## config.mk

```make
export PLATFORM = sky130hd
export DESIGN_NAME = dtpwm_gen
export DESIGN_NICKNAME = d
export VERILOG_FILES = /design/src/rtl/dtpwm_pkg.sv /design/src/rtl/dtpwm_timebase.sv /design/src/rtl/dtpwm_deadband.sv /design/src/rtl/dtpwm_gen.sv
export SDC_FILE = /design/constraint.sdc
export NUM_CORES = 1
export LEC_CHECK = 0
export ABC_AREA = 1
export BUFFER_PORTS_ARGS = -buffer_cell sky130_fd_sc_hd__clkbuf_2
export CORE_ASPECT_RATIO = 1.4
export CORE_MARGIN = 4
export CORE_UTILIZATION = 40
export CTS_CLUSTER_DIAMETER = 40
export DETAILED_ROUTE_END_ITERATION = 6
export HOLD_SLACK_MARGIN = 0.03
export SLEW_MARGIN = 10
export SYNTH_ARGS = -nofsm -noshare
export SYNTH_HDL_FRONTEND = slang
export SYNTH_SLANG_ARGS = --single-unit
```

## constraint.sdc

```tcl
create_clock -name clk_i -period 2.9 [get_ports clk_i]
set_input_delay 0 -clock clk_i [delete_from_list [all_inputs] [get_ports clk_i]]
set_output_delay 0 -clock clk_i [all_outputs]
set_load 0.05 [all_outputs]
```

## src/rtl/dtpwm_pkg.sv

```systemverilog
package dtpwm_pkg;
  parameter int CNT_W = 16;
  parameter int DT_W  = 9;
  parameter int PRE_W = 2;
  // widest delay: dead time shifted by the largest prescale
  parameter int DLY_W = DT_W + (1 << PRE_W) - 1;

  typedef logic [CNT_W-1:0] cnt_t;
  typedef logic [DLY_W-1:0] dly_t;

  typedef struct packed {
    cnt_t period;
    cnt_t duty;
    cnt_t adc;
  } shadow_t;
endpackage

```

## src/rtl/dtpwm_timebase.sv

```systemverilog
module dtpwm_timebase
  import dtpwm_pkg::*;
#(
  parameter cnt_t MIN_DUTY   = cnt_t'(8),
  parameter cnt_t MIN_PERIOD = cnt_t'(100),
  parameter cnt_t RST_PERIOD = cnt_t'(1599),
  parameter cnt_t RST_ADC    = cnt_t'(1000)
) (
  input  logic clk_i,
  input  logic rst_ni,
  input  logic cnt_en_i,
  input  cnt_t period_i,
  input  cnt_t duty_i,
  input  cnt_t max_duty_i,
  input  cnt_t adc_cmp_i,
  output cnt_t cnt_o,
  output cnt_t duty_o,
  output logic hs_raw_o,
  output logic adc_trig_o
);
  localparam cnt_t SMALL_PER = cnt_t'(10);
  localparam cnt_t ONE       = cnt_t'(1);

  cnt_t    cnt_q;
  shadow_t act_q, req;
  cnt_t    lim;
  logic    pev;
  logic    hs_q, trig_q;

  assign pev = cnt_en_i && (cnt_q == act_q.period);

  // clamp the requested values against the period being loaded
  always_comb begin
    req.period = (period_i < MIN_PERIOD) ? MIN_PERIOD : period_i;
    lim = max_duty_i;
    if (req.period > SMALL_PER && lim >= req.period - ONE) lim = req.period - ONE;
    if (duty_i < MIN_DUTY)  req.duty = MIN_DUTY;
    else if (duty_i > lim)  req.duty = lim;
    else                    req.duty = duty_i;
    req.adc = adc_cmp_i;
  end

  always_ff @(posedge clk_i or negedge rst_ni) begin
    if (!rst_ni) begin
      cnt_q  <= '0;
      act_q  <= '{period: RST_PERIOD, duty: MIN_DUTY, adc: RST_ADC};
      hs_q   <= 1'b0;
      trig_q <= 1'b0;
    end else begin
      trig_q <= cnt_en_i && (cnt_q == act_q.adc);
      if (cnt_en_i) begin
        if (pev) begin
          cnt_q <= '0;
          act_q <= req;
          hs_q  <= 1'b1;
        end else begin
          cnt_q <= cnt_q + ONE;
          if (cnt_q == act_q.duty) hs_q <= 1'b0;
        end
      end
    end
  end

  assign cnt_o      = cnt_q;
  assign duty_o     = act_q.duty;
  assign hs_raw_o   = hs_q;
  assign adc_trig_o = trig_q;

  a_r2_count_step: assert property (@(posedge clk_i) disable iff (!rst_ni)
    (cnt_en_i && !pev) |=> (cnt_q == $past(cnt_q) + ONE));
  a_r2_count_hold: assert property (@(posedge clk_i) disable iff (!rst_ni)
    !cnt_en_i |=> $stable(cnt_q));
  a_r3_period_floor: assert property (@(posedge clk_i) disable iff (!rst_ni)
    act_q.period >= MIN_PERIOD);
  a_r5_duty_below_period: assert property (@(posedge clk_i) disable iff (!rst_ni)
    act_q.duty < act_q.period);
  a_r6_shadow_hold: assert property (@(posedge clk_i) disable iff (!rst_ni)
    !pev |=> ($stable(act_q.duty) && $stable(act_q.period) && $stable(act_q.adc)));
  a_r11_single_pulse: assert property (@(posedge clk_i) disable iff (!rst_ni)
    trig_q |=> !trig_q);
endmodule

```

## src/rtl/dtpwm_deadband.sv

```systemverilog
module dtpwm_deadband
  import dtpwm_pkg::*;
(
  input  logic clk_i,
  input  logic rst_ni,
  input  logic raw_i,
  input  dly_t dly_i,
  output logic out_o
);
  dly_t held_q;
  logic out_q;

  // turn-on waits until raw has been high for dly_i cycles; turn-off is immediate
  always_ff @(posedge clk_i or negedge rst_ni) begin
    if (!rst_ni) begin
      held_q <= '0;
      out_q  <= 1'b0;
    end else if (!raw_i) begin
      held_q <= '0;
      out_q  <= 1'b0;
    end else begin
      out_q <= (held_q >= dly_i);
      if (held_q < dly_i) held_q <= held_q + dly_t'(1);
    end
  end

  assign out_o = out_q;

  a_r9_no_sliver: assert property (@(posedge clk_i) disable iff (!rst_ni)
    !raw_i |=> !out_q);
endmodule

```

## src/rtl/dtpwm_gen.sv

```systemverilog
module dtpwm_gen
  import dtpwm_pkg::*;
#(
  parameter cnt_t MIN_DUTY   = cnt_t'(8),
  parameter cnt_t MIN_PERIOD = cnt_t'(100),
  parameter cnt_t RST_PERIOD = cnt_t'(1599),
  parameter cnt_t RST_ADC    = cnt_t'(1000)
) (
  input  logic             clk_i,
  input  logic             rst_ni,
  input  logic             cnt_en_i,
  input  logic             out_en_i,
  input  logic             fault_i,
  input  logic [CNT_W-1:0] period_i,
  input  logic [CNT_W-1:0] duty_i,
  input  logic [CNT_W-1:0] max_duty_i,
  input  logic [CNT_W-1:0] adc_cmp_i,
  input  logic [DT_W-1:0]  dt_rise_i,
  input  logic [DT_W-1:0]  dt_fall_i,
  input  logic [PRE_W-1:0] dt_pre_i,
  output logic             hs_o,
  output logic             ls_o,
  output logic             adc_trig_o,
  output logic [CNT_W-1:0] cnt_o,
  output logic [CNT_W-1:0] duty_o
);
  localparam int N_LEG = 2;

  logic               hs_raw;
  logic [N_LEG-1:0]   leg_raw, leg_out;
  logic [DT_W-1:0]    leg_dt [N_LEG];
  dly_t               leg_dly [N_LEG];
  logic               gate_ok;

  dtpwm_timebase #(
    .MIN_DUTY(MIN_DUTY), .MIN_PERIOD(MIN_PERIOD),
    .RST_PERIOD(RST_PERIOD), .RST_ADC(RST_ADC)
  ) u_tb (
    .clk_i(clk_i), .rst_ni(rst_ni), .cnt_en_i(cnt_en_i),
    .period_i(period_i), .duty_i(duty_i), .max_duty_i(max_duty_i),
    .adc_cmp_i(adc_cmp_i), .cnt_o(cnt_o), .duty_o(duty_o),
    .hs_raw_o(hs_raw), .adc_trig_o(adc_trig_o)
  );

  // leg 0 is the high side, leg 1 the low side
  assign leg_raw = {~hs_raw, hs_raw};
  assign leg_dt[0] = dt_rise_i;
  assign leg_dt[1] = dt_fall_i;

  for (genvar g = 0; g < N_LEG; g++) begin : g_leg
    assign leg_dly[g] = dly_t'(leg_dt[g]) << dt_pre_i;
    dtpwm_deadband u_db (
      .clk_i(clk_i), .rst_ni(rst_ni), .raw_i(leg_raw[g]),
      .dly_i(leg_dly[g]), .out_o(leg_out[g])
    );
  end

  assign gate_ok = out_en_i && !fault_i;
  assign hs_o = leg_out[0] && gate_ok;
  assign ls_o = leg_out[1] && gate_ok;

  a_r8_no_overlap: assert property (@(posedge clk_i) disable iff (!rst_ni)
    !(leg_out[0] && leg_out[1]));
  a_r10_gate_quiet: assert property (@(posedge clk_i) disable iff (!rst_ni)
    (!out_en_i || fault_i) |-> (!hs_o && !ls_o));
endmodule

```

== Yosys cells after proc, flatten, opt, wreduce, memory -nomap -nowiden ==
Index checks and enable logic that the tools add are counted.

* Add/subtract/negate cells: 4
* Order comparisons: 9
* Eq/ne operators: 4
* Shift operators: 2
* Muxes and demuxes: 13
* Reduce and logical (&&, ||, !) cells: 11

{| class="wikitable"
|+ Operators by type and width
! cell !! count
|-
| $mux W16 || 5
|-
| $eq A16 B16 Y1 || 3
|-
| $mux W12 || 4
|-
| $add A12 B1 Y12 const B || 2
|-
| $ge A12 B12 Y1 || 2
|-
| $lt A12 B12 Y1 || 2
|-
| $shl A9 B2 Y12 || 2
|-
| $add A16 B1 Y16 const B || 1
|-
| $ge A16 B16 Y1 || 1
|-
| $gt A16 B16 Y1 || 1
|-
| $gt A16 B4 Y1 const B || 1
|-
| $lt A16 B4 Y1 const B || 1
|-
| $lt A16 B7 Y1 const B || 1
|-
| $sub A16 B1 Y16 const B || 1
|-
| $logic_and A1 B1 Y1 || 6
|-
| $mux W1 || 4
|-
| $reduce_and A2 Y1 || 2
|-
| $reduce_bool A2 Y1 || 2
|-
| $ne A2 B1 Y1 const B || 1
|-
| $logic_not A1 Y1 || 1
|}

* Register bits: 92
* Input bits: 89
* Output and inout bits: 35

== Depth between registers and ports, before layout ==
Gate-level depths: netlist (run 1).

* Word-level depth: 9
* Gate-level depth with buffers: 40
* Depth with buffers taken out: 39

== By module ==
Synthesis (run 1) repeated with hierarchy kept, for this count alone.

* Cells, all modules: 1188
* Area, all modules: 8165.3 µm²

{| class="wikitable"
|+ Modules (own cells, without submodules)
! module !! instances !! cells an instance !! area an instance (µm²) !! sequential area each (µm²)
|-
| dtpwm_timebase || 1 || 732 || 5202.5 || 1670.4
|-
| dtpwm_deadband || 2 || 166 || 1203.7 || 325.3
|-
| dtpwm_gen || 1 || 124 || 555.5 || 0.0
|}

== Worst setup path before layout (run 1) ==
Ideal clock, no wire load.

* Path kind: input -> register
* Start point: in period_i[13]
* End point: reg u_tb.act_q (netlist bit u_tb.duty_o[1])
* Data arrival time: 4.030 ns
* Setup slack: -1.261 ns
* Stages: 36
* Path through: inv_1 nand2_1 nor2_1 nand3_4 inv_1 nor2_1 inv_1 ha_1 nand2_1 inv_1 nand2_1 nor2_4 xor2_1 inv_1 ha_1 nand2_1 nor2_1 nand2_1 nand2_1 nand2_1 nand3_2 buf_1 nand3_1 and2_1 ha_1 nand2_1 inv_1 o21ai_0 nand2_1 a21oi_1 nand2_1 nand2_1 clkbuf_1 nand2_1 nand3_1 o21ai_0

{| class="wikitable"
|+ RTL lines
! item !! line !! source
|-
| start, declared || dtpwm_gen.sv:14 || <nowiki>input logic [CNT_W-1:0] period_i,</nowiki>
|-
| end signal, assigned || dtpwm_timebase.sv:46 || <nowiki>act_q <= '{period: RST_PERIOD, duty: MIN_DUTY, adc: RST_ADC};</nowiki>
|-
| end signal, assigned || dtpwm_timebase.sv:54 || <nowiki>act_q <= req;</nowiki>
|-
| end, declared || dtpwm_timebase.sv:25 || <nowiki>shadow_t act_q, req;</nowiki>
|}

==> reports/qor.yml, run 1 <==
critical_path:
  end_kind: "flip-flop"
  r2r_end: "u_tb.act_q[38]"
  worstPathRequired_ns: 3.13
  r2r_cells: 9
  flop2flop_setup_slack_ns: 0.52
  startpoint_of_the_worst_setup_timing_path: "period_i[10]"
  criticalPathCategory: "input pin to flip-flop"
  crit_buf_inv: 8
  timing.critical_path.mode_cell: "sky130_fd_sc_hd__nand2_1"
  critPathMaxStageDelay_ns: 0.27
  timing.rr.start: "u_tb.cnt_o[13]"
  kind_of_cell_with_the_highest_combined_delay_on_the_critical_path: "simple AND/OR/NAND/NOR gates"
  worst-path-max-fanout: 11
  critPathLaunchType: "input pin"
  worst-endpoint-arrival_ns: 4.16
  slowest_stage: "sky130_fd_sc_hd__ha_4"
place:
  place.port_buffers: 123
  placed_instance_area_um2: 9110
  place.detailed.hpwl_um: 19900
  place_congestion: 0.968
cts:
  cts_root_buf: "sky130_fd_sc_hd__clkbuf_16"
  tritoncts: "done"
  clock-sinks: 92
  cts_h_tree_lvls: 3
  worst_setup_hold_path_clk_slew_ns: 0.06
  cts_buffers: 9
  worst_skew_pair.late_latency_ns: 0.35
  ctsLongestPathBuffers: 2
worst_hold_path:
  worst_case_hold_path_end_point: "u_tb.duty_o[0]"
  worst_hold_path_type: "input pin to flip-flop"
  worstHoldPathCells: 5
  hold_path_startpoint: "duty_i[0]"
global_routing:
  grt_start_max_net_pins: 61
  grt_pass1_vias: 8342
  grt.total_usage: 0.250
  antenna_found_initial: 0
  wire_length_of_the_first_global_routing_pass_um: 41200
  grt_remaining_overflow: 0
synthesis:
  ys_types: 43
  synthesis.instances: 1103
  synth.net_count: 1252
  synthAdderAreaFrac: 0.100
  complex_gate_fraction_of_the_synthesized_area: 0.111
  synth_xor_area_frac: 0.0339
  edff_count_synth: 0
  synthesis.area_um2: 7490
  sequential_element_share_of_the_synthesized_area: 0.310
  synth-simple-area-share: 0.348
  avgSynthCellArea_um2: 6.79
  asyncSetResetFlopFracSynth: 1.00
  dominantRegCellSynth: "sky130_fd_sc_hd__dfrtp_1"
  synth.ff_latch_count: 92
  synthesis.yosys.warnings: 0
  yosys-mux-area-fraction: 0.00267
  synth_top_family_by_area: "simple AND/OR/NAND/NOR gates"
timing:
  max_freq_mhz: 255
  grt_setup_unrepaired: "yes"
  report.final.slew_viol_count: 0
  timing_worst_slew_pin_value_ns: 0.805
  timing.final.crit_share: 1.35
  max-slew-margin-rel: 0.463
  post-route-min-period_ns: 3.93
  timing.clock.skew_ns: 0.0106
  worst_hold_slack_ns: 0.0492
  fin_ws_ns: -1.03
  final-setup-viol-count: 16
  hold_violations: 0
drt:
  drc: 0
  drt-wirelength-per-cell_um: 15.9
  post_route_antenna_net_violation_count: 0
  drt_first_iter_violations: 482
  via_density: 5.13
  drt-total-wl_um: 25600
  dr_total_vias: 8257
  drtPass1Iterations: 5
floorplan:
  floorplan.core_area_um2: 18500
  initial_utilization: 0.404
  placementRows: 59
  design.die.area_um2: 21000
  die_h_um: 170
  io-pin-count: 124
  chipWidth_um: 124
layout:
  fin_area_um2: 10400
  fin_util: 0.559
  fillCellCount: 1800
  drive_above_1_share: 0.304
  diode_insertion_count_for_antenna_repair: 0
  synth_to_final_area_change_pct: 38.3
  final_nets: 1508
power_and_ir_drop:
  static-leakage-power_nw: 5.27
  irDropWorstVdd_mv: 0.308
  powerDensity_nw_per_um2: 480
  total_power_w: 0.00497
job:
  max_cap_violations: 0
run_status:
  failed_checks: "negative setup slack"
  outcome: "finished, violations left"
-- placed cells by master (no fill, tap or decap), drive strengths merged, types with 6 or more instances in the layout --
master	count
a21oi	39
or2	16
buf	153
nand2	340
o21ai	80
nand4	21
dlygate4sd3	20
dfstp	15
ha	60
xnor2	11
and2	7
o22ai	6
nand3b	8
dfrtp	77
inv	122
nor2	92
nand3	89
nor4	6
nor3	19
xor2	18
clkbuf	126
-- Yosys cell counts (2+ instances only) --
library cell | count | area, µm²
sky130_fd_sc_hd__nand2_1 | 339 | 1270
sky130_fd_sc_hd__inv_1 | 117 | 439
sky130_fd_sc_hd__nor2_1 | 89 | 334
sky130_fd_sc_hd__nand3_1 | 86 | 430
sky130_fd_sc_hd__dfrtp_1 | 77 | 1930
sky130_fd_sc_hd__o21ai_0 | 68 | 340
sky130_fd_sc_hd__ha_1 | 60 | 751
sky130_fd_sc_hd__a21oi_1 | 39 | 195
sky130_fd_sc_hd__nand4_1 | 21 | 131
sky130_fd_sc_hd__buf_4 | 19 | 143
sky130_fd_sc_hd__nor3_1 | 18 | 90.1
sky130_fd_sc_hd__xor2_1 | 18 | 158
sky130_fd_sc_hd__clkbuf_1 | 15 | 56.3
sky130_fd_sc_hd__dfstp_2 | 15 | 394
sky130_fd_sc_hd__or2_2 | 15 | 93.8
sky130_fd_sc_hd__o21ai_1 | 11 | 55.1
sky130_fd_sc_hd__xnor2_1 | 11 | 96.3
sky130_fd_sc_hd__buf_2 | 10 | 50.1
sky130_fd_sc_hd__nand3b_1 | 8 | 60.1
sky130_fd_sc_hd__and2_1 | 7 | 43.8
sky130_fd_sc_hd__nor4_1 | 6 | 37.5
sky130_fd_sc_hd__o22ai_1 | 6 | 37.5
sky130_fd_sc_hd__a221oi_1 | 5 | 43.8
sky130_fd_sc_hd__nor3b_1 | 5 | 37.5
sky130_fd_sc_hd__o31ai_1 | 5 | 37.5
sky130_fd_sc_hd__a31oi_1 | 4 | 25.0
sky130_fd_sc_hd__inv_2 | 4 | 15.0
sky130_fd_sc_hd__a211oi_1 | 3 | 22.5
sky130_fd_sc_hd__o211ai_1 | 3 | 22.5
sky130_fd_sc_hd__o21a_1 | 3 | 22.5
sky130_fd_sc_hd__a2111oi_0 | 2 | 17.5
sky130_fd_sc_hd__mux2i_1 | 2 | 20.0
sky130_fd_sc_hd__nor2_2 | 2 | 12.5
-- registers in the layout, indices dropped and copies added, names as in the netlist --
signal / cells
g_leg.u_db.held_q: 24
u_tb.adc_trig_o: 1
u_tb.act_q: 32
u_tb.duty_o: 16
u_tb.hs_raw_o: 1
g_leg.u_db.out_o: 2
u_tb.cnt_o: 16
-- layer usage --
layer | wire, µm | track usage | share of wire
met1 | 9450 | 0.268 | 0.37
met2 | 13300 | 0.461 | 0.52
met3 | 1270 | 0.0309 | 0.050
met4 | 1560 | 0.145 | 0.061
met5 | 0 | 0 | 0
-- worst max path at each step --
| stage | end | slack [ns] | depth (start not counted) |
|---|---|---|---|
| 2_1_floorplan | u_tb.duty_o[5] | -0.91 | 36 |
| 6_report | u_tb.duty_o[8] | -1.03 | 38 |
| 3_3_place_gp | u_tb.duty_o[0] | -1.33 | 37 |
| 3_5_place_dp | u_tb.duty_o[0] | -1.47 | 37 |
| 4_1_cts | u_tb.duty_o[1] | -0.91 | 37 |
| 5_1_grt | u_tb.duty_o[15] | -1.34 | 40 |
-- logic make-up (layout without fill, tap and decap cells) --
group	Yosys count	count (layout)
flip-flops	92	92
multiplexers	2	2
adder cells (fa/ha/maj)	60	60
AO/OA/AOI/OAI	150	150
XOR/XNOR	29	29
AND/OR/NAND/NOR	602	603
buffers and inverters	168	428
-- tightest hold or removal path, cell delays in order --
cell,delay [ns]
sky130_fd_sc_hd__clkbuf_2,0.07
sky130_fd_sc_hd__inv_1,0.06
sky130_fd_sc_hd__nand2_1,0.08
sky130_fd_sc_hd__nand3_2,0.08
sky130_fd_sc_hd__nand2_1,0.06
-- report_power, final --
part / internal (W) / switching, W
Sequential: 0.00142 / 0.000220
Combinational: 0.000827 / 0.00131
Clock: 0.000676 / 0.000521
Total: 0.00292 / 0.00205
-- through the flow --
stage / TNS (ns) / cells / setup slack (ns)
after global placement: -21.02 / 1537 / -1.33
after detailed placement: -23.19 / 1537 / -1.47
after floorplan: -14.14 / 1103 / -0.909
final: -16.02 / 1608 / -1.03
after global routing: -20.48 / 1608 / -1.34
after CTS: -15.15 / 1612 / -0.912
-- cell type report --
cell class | instances | area [µm²] | share of cell area
flip-flops and latches | 92 | 2320 | 0.224
clock inverters | 6 | 72.6 | 0.00700
repair buffers | 289 | 2020 | 0.195
inverters | 122 | 468 | 0.0452
repair inverters | 1 | 5.00 | 0.000483
well taps | 244 | 305 | 0.0295
clock buffers | 10 | 229 | 0.0221
multi-input cells | 844 | 4940 | 0.477
-- timing repair --
action | 4_1_cts | 5_1_grt
resized for setup | 69 | 48
setup buffers | 37 | 8
hold endpoints to repair | 77 | 0
pin swaps | 13 | 34
setup endpoints to repair | 16 | 17
gates cloned | 2 | 0
hold buffers | 20 | 0
Power figures use the tool's default switching activity.
==> run 2, diff against run 1 <==
--- a/config.mk
+++ b/config.mk
@@ -6,12 +6,12 @@
 export NUM_CORES = 1
 export LEC_CHECK = 0
 export ABC_AREA = 1
-export BUFFER_PORTS_ARGS = -buffer_cell sky130_fd_sc_hd__clkbuf_2
 export CORE_ASPECT_RATIO = 1.4
 export CORE_MARGIN = 4
 export CORE_UTILIZATION = 40
 export CTS_CLUSTER_DIAMETER = 40
 export DETAILED_ROUTE_END_ITERATION = 6
+export DONT_BUFFER_PORTS = 1
 export HOLD_SLACK_MARGIN = 0.03
 export SLEW_MARGIN = 10
 export SYNTH_ARGS = -nofsm -noshare
==> constraint.sdc (replaced) <==
create_clock -name clk_i -period 4.8 [get_ports clk_i]
set_input_delay 0 -clock clk_i [delete_from_list [all_inputs] [get_ports clk_i]]
set_output_delay 0 -clock clk_i [all_outputs]
set_load 0.05 [all_outputs]
==> reports/qor.yml, run 2 (synthesis results as in run 1) <==
place:
  place.port_buffers: 0  # -100%
  place.detailed.hpwl_um: 18700  # -6.1%
  place_congestion: 0.956  # -1.2%
drt:
  drt-total-wl_um: 23500  # -7.9%
  post_route_antenna_net_violation_count: 0  # unchanged
  via_density: 5.24  # +2.0%
  drt-wirelength-per-cell_um: 16.9  # +6.0%
  dr_total_vias: 7317  # -11%
  drtPass1Iterations: 5  # unchanged
  drc: 0  # unchanged
  drt_first_iter_violations: 470  # -2.5%
layout:
  fillCellCount: 1896  # +5.3%
  largest-register: "u_tb.act_q"
  synth_to_final_area_change_pct: 16.8
  final_nets: 1297  # -14%
  drive_above_1_share: 0.0885  # -0.216
  diode_insertion_count_for_antenna_repair: 0  # unchanged
  layout.cells.most_common_list: "335 x sky130_fd_sc_hd__nand2_1, 115 x sky130_fd_sc_hd__inv_1, 87 x sky130_fd_sc_hd__nor2_1"
  largest_register_ff_count: 32  # unchanged
  multi_input_area_um2: 4550  # -7.9%
  ff_latch_area_um2: 2320  # unchanged
  layout.cells.most_common: "sky130_fd_sc_hd__nand2_1"
  fin_util: 0.472  # -0.0869
  biggestRegsByFlops: "u_tb.act_q: 32 flops, g_leg.u_db.held_q: 24 flops"
worst_hold_path:
  worst_hold_path_type: "input pin to flip-flop"
critical_path:
  critPathLaunchType: "input pin"
  flop2flop_setup_slack_ns: 1.68  # +1.16 ns
  worst-path-max-fanout: 12  # +1
  end_kind: "flip-flop"
  worstPathRequired_ns: 5.02  # +1.89 ns
  critPathMaxStageDelay_ns: 0.54  # +0.27 ns
  timing.critical_path.mode_cell: "sky130_fd_sc_hd__nand2_1"
  criticalPathCategory: "input pin to flip-flop"
  worst-endpoint-arrival_ns: 4.71  # +0.55 ns
  slowest_stage: "sky130_fd_sc_hd__dlygate4sd3_1"
timing:
  hold_violations: 0  # unchanged
  report.final.slew_viol_count: 0  # unchanged
  max_freq_mhz: 222
  timing.final.crit_share: 0.936
  timing_worst_slew_pin_value_ns: 0.827  # +0.0225 ns
  final-setup-viol-count: 0  # -16
  post-route-min-period_ns: 4.49
  max-slew-margin-rel: 0.446  # -0.0174
  timing.clock.skew_ns: 0.0103  # -0.000319 ns
cts:
  ctsLongestPathBuffers: 2  # unchanged
  worst_skew_pair.late_latency_ns: 0.34  # about the same
  tritoncts: "done"
  cts_buffers: 9  # unchanged
  worst_setup_hold_path_clk_slew_ns: 0.07  # about the same
  clock-sinks: 92  # unchanged
  cts_root_buf: "sky130_fd_sc_hd__clkbuf_16"
  cts_h_tree_lvls: 3  # unchanged
floorplan:
  floorplan.core_area_um2: 18500  # unchanged
  chipWidth_um: 124  # unchanged
  design.die.area_um2: 21000  # unchanged
  io-pin-count: 124  # unchanged
  initial_utilization: 0.404  # unchanged
  die_h_um: 170  # unchanged
  placementRows: 59  # unchanged
run_status:
  outcome: "finished clean"
power_and_ir_drop:
  powerDensity_nw_per_um2: 312  # -35%
  total_power_w: 0.00274  # -45%
  power.share.switching: 0.424  # +0.0112
  power_frac_comb: 0.328  # -0.102
  pwr-share-clk: 0.255  # +0.014
  irDropWorstVdd_mv: 0.176  # -43%
  static-leakage-power_nw: 4.25  # -19%
  power.internal_w: 0.00158  # -46%
  seq_power_share: 0.416  # +0.087
  power.switching_w: 0.00116  # -43%
global_routing:
  antenna_found_initial: 0  # unchanged
  grt_remaining_overflow: 0  # unchanged
  grt_pass1_vias: 7279  # -13%
  wire_length_of_the_first_global_routing_pass_um: 36700  # -11%
  grt.total_usage: 0.224  # -0.0265
  grt_start_max_net_pins: 93  # +52%
job:
  max_cap_violations: 0  # unchanged
-- run 2: cell count changes in the layout (fill, tap and decap cells not counted), moves of 13 or more --
cell,change
sky130_fd_sc_hd__buf_4,-123
sky130_fd_sc_hd__clkbuf_2,-115
sky130_fd_sc_hd__dlygate4sd3_1,+40
sky130_fd_sc_hd__nand3_1,+14
sky130_fd_sc_hd__buf_6,-13
sky130_fd_sc_hd__nand2_1,+13
-- run 2: critical path: cells and delay by family --
kind | cells | cell delay, ns
simple gates | 14 | 1.41
compound gates | 8 | 1.40
buf+inv | 7 | 1.29
fa+ha+maj | 2 | 0.59
-- run 2: metal layers --
layer	vias to the layer above	track usage	part of all wire	routed length, µm
met5	-	0	0	0
met4	0	0.115	0.053	1240
met3	61	0.0572	0.075	1780
met2	247	0.399	0.51	11900
met1	3325	0.239	0.37	8630
li1	3684	-	-	-
-- run 2: area by class of cell --
cell class / count / area share
multi-input cells: 843 / 0.520
well taps: 244 / 0.0349
inverters: 122 / 0.0527
clock inverters: 7 / 0.00729
flip-flops and latches: 92 / 0.265
repair inverters: 1 / 0.000572
clock buffers: 9 / 0.0257
repair buffers: 79 / 0.0939
-- run 2: timing repair --
item	in CTS	in global routing
setup endpoints to repair	0	16
buffers inserted	0	7
hold buffers	61	0
gates resized for setup	0	31
endpoints found under the hold margin	143	0
-- run 2: metrics by stage --
step	cell area (µm²)	setup slack (ns)	setup TNS [ns]	std cells	hold slack [ns]
floorplan	7490	0.639	0	1103	-0.296
global placement	7620	0.170	0	1310	-0.290
detailed placement	7620	0.150	0	1310	-0.289
CTS	8540	0.0297	0	1387	0.0328
global route	8750	-0.0484	-0.374	1397	0.0466
finish	8750	0.305	0	1397	0.0401
-- run 2: worst paths after layout --
path	cells after the start	from	endpoint
max	31	period_i[14]	u_tb.duty_o[2]
min	6	max_duty_i[3]	u_tb.duty_o[3]
max reg2reg	8	u_tb.cnt_o[1]	u_tb.act_q[7]
min reg2reg	2	u_tb.act_q[34]	u_tb.act_q[34]
max in group asynchronous	2	rst_ni	u_tb.duty_o[3]
min in group asynchronous	2	rst_ni	u_tb.act_q[12]
-- run 2: power groups by stage --
stage	registers, W	clock network, W	logic (W)
3_5_place_dp	0.00116	0	0.000786
4_1_cts	0.00114	0.000716	0.000851
2_1_floorplan	0.00110	0	0.000602
5_1_grt	0.00115	0.000743	0.00102
3_3_place_gp	0.00116	0	0.000774
6_report	0.00114	0.000698	0.000898
